<file path="src/rtl/pgop_pkg.sv">
// Shared constants, types and helpers for the paged opcode prefetch decoder.
// Assumes big-endian byte order inside a fetched 16-bit word.
package pgop_pkg;

    localparam int BYTE_W = 8;
    localparam int WORD_W = 16;

    // Prefix values that select the non-zero opcode pages
    localparam logic [BYTE_W-1:0] PFX_PAGE1 = 8'h17;
    localparam logic [BYTE_W-1:0] PFX_PAGE2 = 8'h27;
    localparam logic [BYTE_W-1:0] PFX_PAGE3 = 8'h37;

    typedef enum logic [1:0] {
        NIB_RAW  = 2'b00,
        NIB_ZEXT = 2'b01,
        NIB_PACK = 2'b10,
        NIB_RSVD = 2'b11
    } nib_mode_e;

    typedef struct packed {
        logic       hit;
        logic [1:0] page;
    } pfx_info_t;

    // Classify a leading byte as a page prefix or not
    function automatic pfx_info_t prefix_decode(input logic [BYTE_W-1:0] b);
        pfx_info_t r;
        case (b)
            PFX_PAGE1: r = '{hit: 1'b1, page: 2'd1};
            PFX_PAGE2: r = '{hit: 1'b1, page: 2'd2};
            PFX_PAGE3: r = '{hit: 1'b1, page: 2'd3};
            default:   r = '{hit: 1'b0, page: 2'd0};
        endcase
        return r;
    endfunction

endpackage

</file>
<file path="src/rtl/pgop_pc.sv">
// Word program counter and fetch request generator.
// Assumes: the request is raised whenever the queue has room and no flush is
// active; a word is taken when request and acknowledge are both high.
module pgop_pc #(
    parameter int                ADDR_W     = 16,
    parameter logic [ADDR_W-1:0] RESET_ADDR = 16'h0100
) (
    input  logic              clk,
    input  logic              rst_n,
    input  logic              flush_i,
    input  logic [ADDR_W-1:0] flush_addr_i,
    input  logic              room_i,
    input  logic              ack_i,
    output logic              req_o,
    output logic [ADDR_W-1:0] addr_o,
    output logic              push_o
);

    localparam logic [ADDR_W-1:0] STEP     = ADDR_W'(2);
    localparam logic [ADDR_W-1:0] EVEN_MSK = ~ADDR_W'(1);

    logic [ADDR_W-1:0] pc_q;

    assign req_o  = room_i && !flush_i;
    assign push_o = req_o && ack_i;
    assign addr_o = pc_q;

    // Program counter: reset value, flush reload, or step per accepted word
    always_ff @(posedge clk) begin
        if (!rst_n) begin
            pc_q <= RESET_ADDR & EVEN_MSK;
        end else if (flush_i) begin
            pc_q <= flush_addr_i & EVEN_MSK;
        end else if (push_o) begin
            pc_q <= pc_q + STEP;
        end
    end

endmodule

</file>
<file path="src/rtl/pgop_wordq.sv">
// Shifting word queue, head at entry 0.
// Assumes: a push is never offered when full; the pop count never exceeds
// the current fill level; clear wins over push and pop.
module pgop_wordq #(
    parameter int DEPTH  = 3,
    parameter int WORD_W = 16,
    localparam int CNT_W = $clog2(DEPTH + 1)
) (
    input  logic                         clk,
    input  logic                         rst_n,
    input  logic                         clear_i,
    input  logic                         push_i,
    input  logic [WORD_W-1:0]            push_word_i,
    input  logic [CNT_W-1:0]             pop_n_i,
    output logic [DEPTH-1:0][WORD_W-1:0] words_o,
    output logic [CNT_W-1:0]             cnt_o,
    output logic                         room_o
);

    logic [DEPTH-1:0][WORD_W-1:0] ent_q;
    logic [DEPTH-1:0][WORD_W-1:0] ent_d;
    logic [CNT_W-1:0]             cnt_q;
    logic [CNT_W-1:0]             cnt_d;

    for (genvar i = 0; i < DEPTH; i++) begin : g_ent
        logic [WORD_W-1:0] nxt;
        // Select the word that lands in entry i after pop and push
        always_comb begin
            nxt = '0;
            for (int j = 0; j < DEPTH; j++) begin
                if (j == i + int'(pop_n_i)) nxt = ent_q[j];
            end
            if (push_i && (i == int'(cnt_q) - int'(pop_n_i))) nxt = push_word_i;
        end
        assign ent_d[i] = nxt;
    end

    // Next fill level
    always_comb begin
        cnt_d = cnt_q - pop_n_i + CNT_W'(push_i);
    end

    // Queue storage and fill level registers
    always_ff @(posedge clk) begin
        if (!rst_n) begin
            ent_q <= '0;
            cnt_q <= '0;
        end else if (clear_i) begin
            ent_q <= '0;
            cnt_q <= '0;
        end else begin
            ent_q <= ent_d;
            cnt_q <= cnt_d;
        end
    end

    assign words_o = ent_q;
    assign cnt_o   = cnt_q;
    assign room_o  = int'(cnt_q) < DEPTH;

endmodule

</file>
<file path="src/rtl/pgop_split.sv">
// Instruction assembler: finds the page prefix, the opcode and the operand
// bytes in the queued words, checks the looked-up length and unpacks nibbles.
// Assumes: instructions start at the high byte of queue entry 0; lookup
// inputs are combinational answers for the page and opcode driven out here.
module pgop_split #(
    parameter int DEPTH   = 3,
    parameter int MAX_LEN = 6,
    parameter int OPND_N  = 4,
    parameter int LEN_W   = 4,
    localparam int CNT_W  = $clog2(DEPTH + 1),
    localparam int OPC_W  = $clog2(OPND_N + 1)
) (
    input  logic [DEPTH-1:0][15:0]  words_i,
    input  logic [CNT_W-1:0]        cnt_i,
    input  logic [LEN_W-1:0]        len_i,
    input  logic [1:0]              mode_i,
    output logic [1:0]              page_o,
    output logic [7:0]              opcode_o,
    output logic [OPND_N-1:0][7:0]  opnd_o,
    output logic [OPC_W-1:0]        opcnt_o,
    output logic [CNT_W-1:0]        nwords_o,
    output logic                    present_o,
    output logic                    len_bad_o,
    output logic                    issue_ok_o
);

    import pgop_pkg::*;

    localparam int NBYTES = DEPTH * 2;

    logic [NBYTES-1:0][7:0] stream;
    logic [OPND_N-1:0][7:0] raw_pfx;
    logic [OPND_N-1:0][7:0] raw_p0;
    logic [OPND_N-1:0][7:0] raw;
    logic [OPND_N-1:0][7:0] shf;
    pfx_info_t              pfx;
    int                     hdr;
    int                     n_raw;
    int                     n_out;
    nib_mode_e              mode;

    // Flatten queued words into a byte stream, first byte at index 0
    for (genvar w = 0; w < DEPTH; w++) begin : g_bytes
        assign stream[2*w]   = words_i[w][15:8];
        assign stream[2*w+1] = words_i[w][7:0];
    end

    assign pfx      = prefix_decode(stream[0]);
    assign page_o   = pfx.page;
    assign opcode_o = pfx.hit ? stream[1] : stream[0];
    assign mode     = nib_mode_e'(mode_i);

    // Candidate operand bytes for the prefixed and the page 0 forms
    for (genvar j = 0; j < OPND_N; j++) begin : g_raw
        if (j + 2 < NBYTES) begin : g_pfx_in
            assign raw_pfx[j] = stream[j+2];
        end else begin : g_pfx_out
            assign raw_pfx[j] = '0;
        end
        if (j + 1 < NBYTES) begin : g_p0_in
            assign raw_p0[j] = stream[j+1];
        end else begin : g_p0_out
            assign raw_p0[j] = '0;
        end
        assign raw[j] = pfx.hit ? raw_pfx[j] : raw_p0[j];
        if (j >= 1) begin : g_shf
            assign shf[j] = raw[j-1];
        end else begin : g_shf0
            assign shf[j] = '0;
        end
    end

    // Operand counting and length legality
    always_comb begin
        hdr   = pfx.hit ? 2 : 1;
        n_raw = int'(len_i) - hdr;
        n_out = (mode == NIB_PACK && n_raw > 0) ? n_raw + 1 : n_raw;
        len_bad_o = (len_i == '0) || len_i[0] || (int'(len_i) > MAX_LEN)
                    || (n_out > OPND_N);
    end

    // Per-slot nibble handling and zeroing of unused slots
    for (genvar j = 0; j < OPND_N; j++) begin : g_out
        logic [7:0] val;
        always_comb begin
            case (mode)
                NIB_ZEXT: val = (j == 0) ? {4'h0, raw[0][3:0]} : raw[j];
                NIB_PACK: val = (j == 0) ? {4'h0, raw[0][7:4]}
                              : (j == 1) ? {4'h0, raw[0][3:0]} : shf[j];
                default:  val = raw[j];
            endcase
        end
        assign opnd_o[j] = (j < n_out) ? val : 8'h00;
    end

    assign opcnt_o    = (n_out < 0 || len_bad_o) ? '0 : OPC_W'(n_out);
    assign nwords_o   = CNT_W'(len_i >> 1);
    assign present_o  = cnt_i != '0;
    assign issue_ok_o = present_o && !len_bad_o && (cnt_i >= nwords_o);

endmodule

</file>
<file path="src/rtl/pgop_prefetch.sv">
// Top of the paged opcode prefetch decoder: program counter, word queue,
// instruction assembler and the sticky length error flag.
// Assumes: the opcode length table is external and answers combinationally.
module pgop_prefetch #(
    parameter int                ADDR_W     = 16,
    parameter logic [ADDR_W-1:0] RESET_ADDR = 16'h0100,
    parameter int                Q_DEPTH    = 3,
    parameter int                MAX_LEN    = 6,
    parameter int                OPND_N     = 4,
    parameter int                LEN_W      = 4,
    localparam int               OPC_W      = $clog2(OPND_N + 1)
) (
    input  logic              clk,
    input  logic              rst_n,
    input  logic              flush_i,
    input  logic [ADDR_W-1:0] flush_addr_i,
    output logic              fetch_req_o,
    output logic [ADDR_W-1:0] fetch_addr_o,
    input  logic              fetch_ack_i,
    input  logic [15:0]       fetch_data_i,
    output logic [1:0]        lk_page_o,
    output logic [7:0]        lk_opcode_o,
    input  logic [LEN_W-1:0]  lk_len_i,
    input  logic [1:0]        lk_mode_i,
    output logic              iss_valid_o,
    input  logic              iss_ready_i,
    output logic [1:0]        iss_page_o,
    output logic [7:0]        iss_opcode_o,
    output logic [OPND_N*8-1:0] iss_opnd_o,
    output logic [OPC_W-1:0]  iss_opcnt_o,
    output logic [LEN_W-1:0]  iss_len_o,
    output logic              len_err_o
);

    localparam int CNT_W = $clog2(Q_DEPTH + 1);

    logic                          push;
    logic                          room;
    logic [Q_DEPTH-1:0][15:0]      q_words;
    logic [CNT_W-1:0]              q_cnt;
    logic [CNT_W-1:0]              pop_n;
    logic [CNT_W-1:0]              nwords;
    logic [1:0]                    page;
    logic [7:0]                    opcode;
    logic [OPND_N-1:0][7:0]        opnd;
    logic [OPC_W-1:0]              opcnt;
    logic                          present;
    logic                          len_bad;
    logic                          issue_ok;
    logic                          err_q;
    logic                          fire;

    pgop_pc #(
        .ADDR_W     (ADDR_W),
        .RESET_ADDR (RESET_ADDR)
    ) u_pc (
        .clk          (clk),
        .rst_n        (rst_n),
        .flush_i      (flush_i),
        .flush_addr_i (flush_addr_i),
        .room_i       (room),
        .ack_i        (fetch_ack_i),
        .req_o        (fetch_req_o),
        .addr_o       (fetch_addr_o),
        .push_o       (push)
    );

    pgop_wordq #(
        .DEPTH  (Q_DEPTH),
        .WORD_W (16)
    ) u_q (
        .clk         (clk),
        .rst_n       (rst_n),
        .clear_i     (flush_i),
        .push_i      (push),
        .push_word_i (fetch_data_i),
        .pop_n_i     (pop_n),
        .words_o     (q_words),
        .cnt_o       (q_cnt),
        .room_o      (room)
    );

    pgop_split #(
        .DEPTH   (Q_DEPTH),
        .MAX_LEN (MAX_LEN),
        .OPND_N  (OPND_N),
        .LEN_W   (LEN_W)
    ) u_split (
        .words_i    (q_words),
        .cnt_i      (q_cnt),
        .len_i      (lk_len_i),
        .mode_i     (lk_mode_i),
        .page_o     (page),
        .opcode_o   (opcode),
        .opnd_o     (opnd),
        .opcnt_o    (opcnt),
        .nwords_o   (nwords),
        .present_o  (present),
        .len_bad_o  (len_bad),
        .issue_ok_o (issue_ok)
    );

    // Sticky length error: set on an illegal head, cleared only by flush
    always_ff @(posedge clk) begin
        if (!rst_n) begin
            err_q <= 1'b0;
        end else if (flush_i) begin
            err_q <= 1'b0;
        end else if (present && len_bad) begin
            err_q <= 1'b1;
        end
    end

    assign iss_valid_o  = issue_ok && !err_q && !flush_i;
    assign fire         = iss_valid_o && iss_ready_i;
    assign pop_n        = fire ? nwords : '0;

    assign lk_page_o    = page;
    assign lk_opcode_o  = opcode;
    assign iss_page_o   = page;
    assign iss_opcode_o = opcode;
    assign iss_opnd_o   = opnd;
    assign iss_opcnt_o  = opcnt;
    assign iss_len_o    = lk_len_i;
    assign len_err_o    = err_q;

endmodule

</file>
<file path="config.mk">
export PLATFORM = sky130hd
export DESIGN_NAME = pgop_prefetch
export DESIGN_NICKNAME = d
export VERILOG_FILES = /design/src/rtl/pgop_pkg.sv /design/src/rtl/pgop_pc.sv /design/src/rtl/pgop_wordq.sv /design/src/rtl/pgop_split.sv /design/src/rtl/pgop_prefetch.sv
export SDC_FILE = /design/constraint.sdc
export NUM_CORES = 1
export LEC_CHECK = 0
export BUFFER_PORTS_ARGS = -buffer_cell sky130_fd_sc_hd__buf_2
export CAP_MARGIN = 10
export CORE_ASPECT_RATIO = 1.2
export CORE_MARGIN = 8
export CORE_UTILIZATION = 35
export CTS_BUF_LIST = sky130_fd_sc_hd__clkbuf_8
export CTS_CLUSTER_SIZE = 28
export DETAILED_ROUTE_END_ITERATION = 7
export PLACE_DENSITY = 0.55
export SYNTH_ARGS = -nofsm -noshare
export SYNTH_HDL_FRONTEND = slang
export SYNTH_SLANG_ARGS = --single-unit
</file>
<file path="constraint.sdc">
create_clock -name clk -period 6 [get_ports clk]
set_input_delay 0.3 -clock clk [delete_from_list [all_inputs] [get_ports clk]]
set_output_delay 0.3 -clock clk [all_outputs]
set_load 0.1 [all_outputs]
</file>
==> impl_metrics.prom, run 1 <==
# TYPE chip_impl_metric gauge
chip_impl_info{name="outcome",value="complete, no violations"} 1
chip_impl_metric{name="drtPass1Iterations",unit=""} 5
chip_impl_metric{name="floorplan.core_area",unit="mm²"} 0.0131
chip_impl_metric{name="fin_util",unit="%"} 41.5
chip_impl_metric{name="routedWlPerCell",unit="µm"} 18.7
chip_impl_info{name="r2r_start",value="u_q.words_o[11]"} 1
chip_impl_info{name="cp_cell_sequence",value="nand4b_1 -> or3_1 -> nor2_2 -> inv_2 -> ha_1 -> fa_1 -> ha_1 -> nor4b_1 -> a31oi_1 -> a21boi_0 -> nor2_1 -> o211ai_2 -> nor2_1 -> ha_1 -> fa_1 -> nand3_2 -> o2111a_1 -> buf_4 -> o31ai_1"} 1
chip_impl_metric{name="total_of_flip_flops_plus_latches_after_synthesis",unit=""} 66
chip_impl_metric{name="layout.nets",unit=""} 750
chip_impl_metric{name="via_per_inst",unit=""} 5.71
chip_impl_metric{name="synthCells",unit=""} 602
chip_impl_metric{name="power.combinational.fraction",unit="%"} 23.0
chip_impl_metric{name="min_path_cells",unit=""} 3
chip_impl_info{name="netlist.top_cell.by_area",value="sky130_fd_sc_hd__dfxtp_1"} 1
chip_impl_metric{name="initial_utilization",unit="%"} 35.4
chip_impl_metric{name="post_route_insts_no_fill",unit=""} 865
chip_impl_metric{name="pwr-share-seq",unit="%"} 43.0
chip_impl_metric{name="postRouteAntennaNets",unit=""} 0
chip_impl_metric{name="worst_setup_hold_path_clk_slew",unit="ps"} 70
chip_impl_info{name="cts_tree",value="yes"} 1
chip_impl_info{name="root_buffer",value="sky130_fd_sc_hd__clkbuf_8"} 1
chip_impl_metric{name="internal_power",unit="mW"} 0.700
chip_impl_metric{name="numPortBuffers",unit=""} 118
chip_impl_metric{name="slew_headroom",unit="%"} 40.2
chip_impl_metric{name="place.gp.congestion",unit=""} 0.851
chip_impl_metric{name="final_layout_size_suffix_gt1_share",unit="%"} 23.1
chip_impl_metric{name="switching_share",unit="%"} 34.6
chip_impl_metric{name="hold_viol",unit=""} 0
chip_impl_metric{name="drc",unit=""} 0
chip_impl_metric{name="track_usage",unit="%"} 18.4
chip_impl_metric{name="clock_power_share",unit="%"} 33.9
chip_impl_info{name="critical-path-slowest-cell",value="sky130_fd_sc_hd__fa_1"} 1
chip_impl_metric{name="yosys_warnings",unit=""} 0
chip_impl_metric{name="die_x",unit="µm"} 121
chip_impl_metric{name="placement_rows",unit=""} 46
chip_impl_metric{name="grt_max_degree",unit=""} 49
chip_impl_metric{name="p_leak",unit="nW"} 2.37
chip_impl_metric{name="fin_crit_sh",unit="%"} 89.4
chip_impl_metric{name="place_worst_setup_slack",unit="ps"} 727
chip_impl_metric{name="netSwitchingPower",unit="mW"} 0.371
chip_impl_metric{name="finalCriticalPeriod",unit="ps"} 5360
chip_impl_metric{name="slew_viol_final",unit=""} 0
chip_impl_info{name="holdCritPathClass",value="input pin to flip-flop"} 1
chip_impl_metric{name="final.setup.worst_slack",unit="ps"} 638
chip_impl_metric{name="n_antenna_cell",unit=""} 0
chip_impl_metric{name="signal_arrival_time_at_the_worst_endpoint",unit="ps"} 5620
chip_impl_info{name="critical_path.reg2reg.endpoint",value="u_q.words_o[27]"} 1
chip_impl_info{name="ys_dominant_reg_cell",value="sky130_fd_sc_hd__dfxtp_1"} 1
chip_impl_metric{name="achievable-frequency",unit="MHz"} 187
chip_impl_info{name="critPathLaunchType",value="flip-flop"} 1
chip_impl_info{name="timing.setup.critical_path_class",value="flip-flop to flip-flop"} 1
chip_impl_info{name="min_delay_worst_endpoint",value="u_q.words_o[5]"} 1
chip_impl_metric{name="post_cts_hold_buffer_count",unit=""} 0
chip_impl_metric{name="ys_seq_area_share",unit="%"} 28.5
chip_impl_metric{name="initial_antenna_violation_count",unit=""} 0
chip_impl_metric{name="place_inst",unit=""} 850
chip_impl_metric{name="die_h",unit="µm"} 142
chip_impl_metric{name="tightest_slew",unit="ps"} 891
chip_impl_metric{name="power.total",unit="mW"} 1.07
chip_impl_metric{name="power.density",unit="mW/mm²"} 197
chip_impl_info{name="path_common_cell",value="sky130_fd_sc_hd__ha_1"} 1
chip_impl_metric{name="ctsLongestPathBuffers",unit=""} 2
chip_impl_info{name="crit_path_end_kind",value="flip-flop"} 1
chip_impl_metric{name="grt_first_pass_wirelength",unit="mm"} 25.6
chip_impl_metric{name="setup.reg_to_reg.worst_slack",unit="ps"} 640
chip_impl_metric{name="wl",unit="mm"} 16.2
chip_impl_metric{name="num_io_pins",unit=""} 121
chip_impl_metric{name="detailedRoute.firstIterationViolations",unit=""} 496
chip_impl_metric{name="design.die.area",unit="mm²"} 0.0172
chip_impl_metric{name="synth.lib_cells_used.distinct",unit=""} 59
chip_impl_metric{name="worst_skew_pair.late_latency",unit="ps"} 350
chip_impl_metric{name="setup-tns-final",unit="ps"} 0
chip_impl_metric{name="postCtsSetupBuffers",unit=""} 0
chip_impl_metric{name="worst_ep_required_time",unit="ps"} 6250
chip_impl_metric{name="synth_largest_type_area_fraction",unit="%"} 28.5
chip_impl_info{name="synth.area.top_cells",value="sky130_fd_sc_hd__dfxtp_1, sky130_fd_sc_hd__nand2_1, sky130_fd_sc_hd__mux2i_1, sky130_fd_sc_hd__a21oi_1, sky130_fd_sc_hd__o31ai_1"} 1
chip_impl_metric{name="cts-buffers-inserted",unit=""} 9
chip_impl_metric{name="cts-resized-gates",unit=""} 0
chip_impl_metric{name="ff2ff_path_depth",unit=""} 19
chip_impl_metric{name="dpl.hpwl",unit="mm"} 11.7
chip_impl_metric{name="synth-async-reset-ratio",unit="%"} 0
chip_impl_metric{name="drv.max_cap_violation_count",unit=""} 0
chip_impl_metric{name="cp_max_stage_delay",unit="ps"} 600
chip_impl_metric{name="synth_edf_count",unit=""} 0
chip_impl_metric{name="dr_total_vias",unit=""} 4935
chip_impl_metric{name="clock_sink_count",unit=""} 66
chip_impl_info{name="grt_setup_unrepaired",value="false"} 1
chip_impl_metric{name="syn_avg_cell_area",unit="µm²"} 7.69
chip_impl_metric{name="worst-path-max-fanout",unit=""} 32
chip_impl_metric{name="worst_ir_drop_vdd",unit="mV"} 0.116
chip_impl_metric{name="grt_pass1_vias",unit=""} 4813
chip_impl_metric{name="grt_overflow_total",unit=""} 0
chip_impl_metric{name="finalClockSkew",unit="ps"} 7.89
chip_impl_metric{name="synthesis.nets",unit=""} 659
chip_impl_metric{name="h-tree-depth",unit=""} 3
chip_impl_metric{name="synthesized_area",unit="mm²"} 0.00463
chip_impl_info{name="hold_path.startpoint",value="fetch_data_i[5]"} 1
chip_impl_metric{name="area_delta_synth_final",unit="%"} 17.2
chip_impl_metric{name="finalSetupViolations",unit=""} 0
flip-flops by register name, summed over array words and instances, names as in the netlist:
| signal | count |
|---|---|
| u_q.words_o | 48 |
| len_err_o | 1 |
| u_q.cnt_o | 2 |
| u_pc.addr_o | 15 |
cells in the mapped netlist, types with 13 or more instances:
| master | instances |
|---|---|
| sky130_fd_sc_hd__a21oi_1 | 53 |
| sky130_fd_sc_hd__a221oi_1 | 19 |
| sky130_fd_sc_hd__a22oi_1 | 22 |
| sky130_fd_sc_hd__buf_2 | 13 |
| sky130_fd_sc_hd__buf_4 | 17 |
| sky130_fd_sc_hd__clkbuf_1 | 18 |
| sky130_fd_sc_hd__dfxtp_1 | 66 |
| sky130_fd_sc_hd__inv_1 | 18 |
| sky130_fd_sc_hd__mux2i_1 | 29 |
| sky130_fd_sc_hd__nand2_1 | 80 |
| sky130_fd_sc_hd__nand3_1 | 39 |
| sky130_fd_sc_hd__nor2_1 | 33 |
| sky130_fd_sc_hd__nor2b_1 | 20 |
| sky130_fd_sc_hd__nor3_1 | 18 |
| sky130_fd_sc_hd__o21ai_0 | 15 |
| sky130_fd_sc_hd__o31ai_1 | 34 |
power by group through the flow:
| stage | Combinational (mW) | Sequential [mW] | Clock [mW] |
|---|---|---|---|
| 4_1_cts | 0.247 | 0.460 | 0.371 |
| 5_1_grt | 0.262 | 0.462 | 0.387 |
| 3_5_place_dp | 0.246 | 0.470 | 0 |
| 6_report | 0.247 | 0.461 | 0.363 |
| 2_1_floorplan | 0.145 | 0.514 | 0 |
| 3_3_place_gp | 0.243 | 0.470 | 0 |
cells by family (layout without fill, tap and decap cells):
group / Yosys count / in the layout / synth area share (%)
and+or+nand+nor: 232 / 232 / 24.8
AOI/OAI and AO/OA: 183 / 183 / 27.1
DFF: 66 / 66 / 28.5
muxes: 30 / 30 / 6.52
adders and majority gates: 14 / 14 / 4.11
other: 1 / 1 / 0.0810
buffers and inverters: 73 / 168 / 8.30
xor gates and xnor gates: 3 / 3 / 0.568
per-layer routing:
layer / track usage [%] / part of all wire (%) / up-vias
li1: - / - / 2380
met1: 22.7 / 42 / 2329
met2: 30.8 / 48 / 205
met3: 3.97 / 8.2 / 21
met4: 6.52 / 1.5 / 0
met5: 0 / 0 / -
worst max-delay path: cells and delay by family, from the launching register on:
family                   cells  cell delay (ps)
adder cells (fa/ha/maj)      5             1800
buffers and inverters        2              290
AND/OR/NAND/NOR              7             1740
AO/OA/AOI/OAI                5             1110
flip-flops                   1              320
cell usage in the layout (no fill, tap or decap), types with 18 or more instances in the layout:
| master | n |
|---|---|
| sky130_fd_sc_hd__nor2_1 | 33 |
| sky130_fd_sc_hd__dfxtp_1 | 66 |
| sky130_fd_sc_hd__buf_2 | 118 |
| sky130_fd_sc_hd__nand3_1 | 39 |
| sky130_fd_sc_hd__a21oi_1 | 53 |
| sky130_fd_sc_hd__nand2_1 | 80 |
| sky130_fd_sc_hd__o31ai_1 | 34 |
| sky130_fd_sc_hd__inv_1 | 20 |
| sky130_fd_sc_hd__a221oi_1 | 19 |
| sky130_fd_sc_hd__a22oi_1 | 22 |
| sky130_fd_sc_hd__mux2i_1 | 29 |
| sky130_fd_sc_hd__nor2b_1 | 20 |
| sky130_fd_sc_hd__nor3_1 | 18 |
metrics by stage:
stage | hold WS, ps | area (µm²)
6_report | 177 | 5420
5_1_grt | 200 | 5420
4_1_cts | 169 | 5420
3_5_place_dp | 460 | 5240
3_3_place_gp | 453 | 5240
2_1_floorplan | 408 | 4630
worst max path at each step:
| stage | from | endpoint | slack [ps] |
|---|---|---|---|
| after detailed placement | u_q.words_o[11] | u_q.words_o[27] | 730 |
| after global placement | u_q.words_o[11] | u_q.words_o[29] | 820 |
| final | u_q.words_o[11] | u_q.words_o[27] | 640 |
| after floorplan | u_q.words_o[11] | iss_opcnt_o[0] | 200 |
| after CTS | u_q.words_o[11] | u_q.words_o[23] | 710 |
| after global routing | u_q.words_o[11] | u_q.words_o[17] | 340 |
layout make-up:
class                   instances  area [µm²]
clock inverters                 5        47.5
multi-input cells             463        2930
fillers                      1371        7640
flip-flops and latches         66        1320
repair buffers                133         703
clock buffers                  10         138
inverters                      20        75.1
well taps                     168         210
No activity file was read; power rests on OpenSTA's default activity.
==> run 2: changes to the inputs <==
clock period = 5 ns   (was 6 ns; I/O delays follow)
==> impl_metrics.prom, run 2 (synthesis gave the netlist of run 1 again) <==
# TYPE chip_impl_metric gauge
chip_impl_info{name="outcome",value="complete, no violations"} 1
chip_impl_metric{name="setup.reg_to_reg.worst_slack",unit="ps"} 170
chip_impl_metric{name="switching_share",unit="%"} 33.3
chip_impl_metric{name="ff2ff_path_depth",unit=""} 19
chip_impl_metric{name="worst_skew_pair.late_latency",unit="ps"} 350
chip_impl_metric{name="initial_utilization",unit="%"} 35.4
chip_impl_metric{name="postRouteAntennaNets",unit=""} 0
chip_impl_metric{name="cts-buffers-inserted",unit=""} 9
chip_impl_metric{name="finalCriticalPeriod",unit="ps"} 4830
chip_impl_metric{name="power.density",unit="mW/mm²"} 245
chip_impl_metric{name="power.combinational.fraction",unit="%"} 22.4
chip_impl_metric{name="area_delta_synth_final",unit="%"} 21.4
chip_impl_metric{name="track_usage",unit="%"} 18.4
chip_impl_metric{name="area_after_detailed_placement",unit="mm²"} 0.00533
chip_impl_metric{name="hold-worst-slack",unit="ps"} 122
chip_impl_metric{name="signal_arrival_time_at_the_worst_endpoint",unit="ps"} 5090
chip_impl_info{name="critPathLaunchType",value="flip-flop"} 1
chip_impl_metric{name="worst_setup_hold_path_clk_slew",unit="ps"} 70
chip_impl_metric{name="routedWlPerCell",unit="µm"} 18.4
chip_impl_info{name="critical-path-slowest-cell",value="sky130_fd_sc_hd__fa_2"} 1
chip_impl_metric{name="drtPass1Iterations",unit=""} 6
chip_impl_metric{name="path_buf_inv",unit=""} 2
chip_impl_metric{name="floorplan.core_area",unit="mm²"} 0.0131
chip_impl_metric{name="num_io_pins",unit=""} 121
chip_impl_metric{name="tightest_slew",unit="ps"} 1000
chip_impl_metric{name="layout.nets",unit=""} 755
chip_impl_metric{name="clock_power_share",unit="%"} 37.5
chip_impl_metric{name="slew_headroom",unit="%"} 33.1
chip_impl_metric{name="worst_ep_required_time",unit="ps"} 5260
chip_impl_metric{name="achievable-frequency",unit="MHz"} 207
chip_impl_metric{name="netSwitchingPower",unit="mW"} 0.459
chip_impl_metric{name="grt_overflow_total",unit=""} 0
chip_impl_metric{name="via_per_inst",unit=""} 5.61
chip_impl_metric{name="fin_util",unit="%"} 43.0
chip_impl_metric{name="critical_path_cell_count",unit=""} 19
chip_impl_info{name="root_buffer",value="sky130_fd_sc_hd__clkbuf_8"} 1
chip_impl_metric{name="finalSetupViolations",unit=""} 0
chip_impl_info{name="timing.setup.critical_path_class",value="flip-flop to flip-flop"} 1
chip_impl_metric{name="internal_power",unit="mW"} 0.918
chip_impl_metric{name="dpl.hpwl",unit="mm"} 12.0
chip_impl_metric{name="h-tree-depth",unit=""} 3
chip_impl_metric{name="detailedRoute.firstIterationViolations",unit=""} 412
chip_impl_info{name="cp_cell_sequence",value="nand4b_1 -> or3_4 -> nor2_4 -> inv_4 -> ha_1 -> fa_2 -> ha_4 -> or3_1 -> a31oi_1 -> a311o_1 -> o211ai_2 -> nor2_1 -> ha_2 -> fa_2 -> nand3_2 -> o2111a_1 -> buf_6 -> nand3_1 -> o31ai_1"} 1
chip_impl_metric{name="drc",unit=""} 0
chip_impl_info{name="path_common_cell",value="sky130_fd_sc_hd__fa_2"} 1
chip_impl_metric{name="largest_register_ff_count",unit=""} 48
chip_impl_metric{name="slew_viol_final",unit=""} 0
chip_impl_info{name="most_common_cell_after_layout_fill_and_taps_aside",value="sky130_fd_sc_hd__buf_2"} 1
chip_impl_metric{name="final_layout_size_suffix_gt1_share",unit="%"} 26.9
chip_impl_metric{name="wl",unit="mm"} 16.0
chip_impl_info{name="holdCritPathClass",value="input pin to flip-flop"} 1
chip_impl_metric{name="worst-path-max-fanout",unit=""} 32
chip_impl_metric{name="placement_rows",unit=""} 46
chip_impl_info{name="setup.worst_path.start",value="u_q.words_o[11]"} 1
chip_impl_metric{name="fin_crit_sh",unit="%"} 96.5
chip_impl_metric{name="grt_pass1_vias",unit=""} 4904
chip_impl_metric{name="die_h",unit="µm"} 142
chip_impl_metric{name="drv.max_cap_violation_count",unit=""} 0
chip_impl_metric{name="final_design_area_no_fill",unit="mm²"} 0.00562
chip_impl_info{name="most-common-layout-cells",value="sky130_fd_sc_hd__buf_2, sky130_fd_sc_hd__nand2_1, sky130_fd_sc_hd__dfxtp_1"} 1
chip_impl_info{name="crit_path_end_kind",value="flip-flop"} 1
chip_impl_info{name="cts_tree",value="yes"} 1
chip_impl_metric{name="place.gp.congestion",unit=""} 0.869
chip_impl_metric{name="numPortBuffers",unit=""} 118
chip_impl_info{name="r2r_start",value="u_q.words_o[11]"} 1
chip_impl_metric{name="design.die.area",unit="mm²"} 0.0172
chip_impl_metric{name="clock_sink_count",unit=""} 66
chip_impl_metric{name="p_leak",unit="nW"} 2.43
chip_impl_info{name="critical_path.reg2reg.endpoint",value="u_q.words_o[20]"} 1
chip_impl_info{name="critPathTopFamily",value="adder cells"} 1
chip_impl_metric{name="n_antenna_cell",unit=""} 0
chip_impl_metric{name="ctsLongestPathBuffers",unit=""} 2
chip_impl_metric{name="pwr-share-seq",unit="%"} 40.1
chip_impl_metric{name="initial_antenna_violation_count",unit=""} 2
chip_impl_metric{name="hold_viol",unit=""} 0
chip_impl_metric{name="grt_first_pass_wirelength",unit="mm"} 25.7
chip_impl_metric{name="cp_max_stage_delay",unit="ps"} 600
chip_impl_metric{name="dr_total_vias",unit=""} 4882
chip_impl_metric{name="worst_ir_drop_vdd",unit="mV"} 0.144
chip_impl_metric{name="finalClockSkew",unit="ps"} 11.3
chip_impl_info{name="worst_setup_path_endpoint",value="u_q.words_o[20]"} 1
chip_impl_metric{name="grt_max_degree",unit=""} 49
chip_impl_metric{name="die_x",unit="µm"} 121
run 2: cell type report:
type | instances | area [µm²]
Fill cell | 1366 | 7450
Clock buffer | 11 | 151
Clock inverter | 5 | 77.6
Multi-Input combinational cell | 463 | 3040
Tap cell | 168 | 210
Timing Repair Buffer | 138 | 744
Inverter | 20 | 77.6
Sequential cell | 66 | 1320
run 2: metrics by stage:
| stage | setup WS [ps] | TNS, ps | std cells | total power [mW] |
|---|---|---|---|---|
| 3_3_place_gp | 103 | 0 | 851 | 0.862 |
| 5_1_grt | -11.2 | -22.0 | 871 | 1.43 |
| 2_1_floorplan | -498 | -1700 | 602 | 0.798 |
| 3_5_place_dp | -8.63 | -10.2 | 851 | 0.866 |
| 6_report | 173 | 0 | 871 | 1.38 |
| 4_1_cts | 22.8 | 0 | 867 | 1.38 |
run 2: worst min path at each step:
stage	start	endpoint	slack, ps	cells past startpoint
global route	flush_addr_i[8]	u_pc.addr_o[8]	130	3
CTS	flush_addr_i[8]	u_pc.addr_o[8]	110	3
floorplan	fetch_data_i[0]	u_q.words_o[0]	360	2
global placement	len_err_o	len_err_o	450	2
detailed placement	len_err_o	len_err_o	460	2
finish	flush_addr_i[8]	u_pc.addr_o[8]	120	3
run 2: tightest hold or removal path, cell delays in order:
cell and delay (ps):
sky130_fd_sc_hd__buf_2 80, sky130_fd_sc_hd__nand2_1 50, sky130_fd_sc_hd__nand3_1 70
run 2: what timing repair did:
action                                  in CTS  in global routing
setup buffers                                0                  4
hold buffers                                 0                  0
pin swaps                                    0                  2
resized for setup                            2                  3
endpoints found under the setup margin       7                 64
run 2: power groups by stage:
| stage | sequential, mW | combinational, mW | clock, mW |
|---|---|---|---|
| after CTS | 0.552 | 0.303 | 0.529 |
| after global placement | 0.564 | 0.298 | 0 |
| after floorplan | 0.617 | 0.181 | 0 |
| final | 0.553 | 0.308 | 0.516 |
| after detailed placement | 0.564 | 0.302 | 0 |
| after global routing | 0.554 | 0.327 | 0.550 |
run 2: layer usage:
layer | share of wire [%] | up-vias | GRT usage, %
met5 | 0.081 | - | 0
met4 | 1.3 | 2 | 5.80
met3 | 7.0 | 18 | 3.97
met2 | 49 | 161 | 31.8
met1 | 42 | 2317 | 22.2
li1 | - | 2384 | -
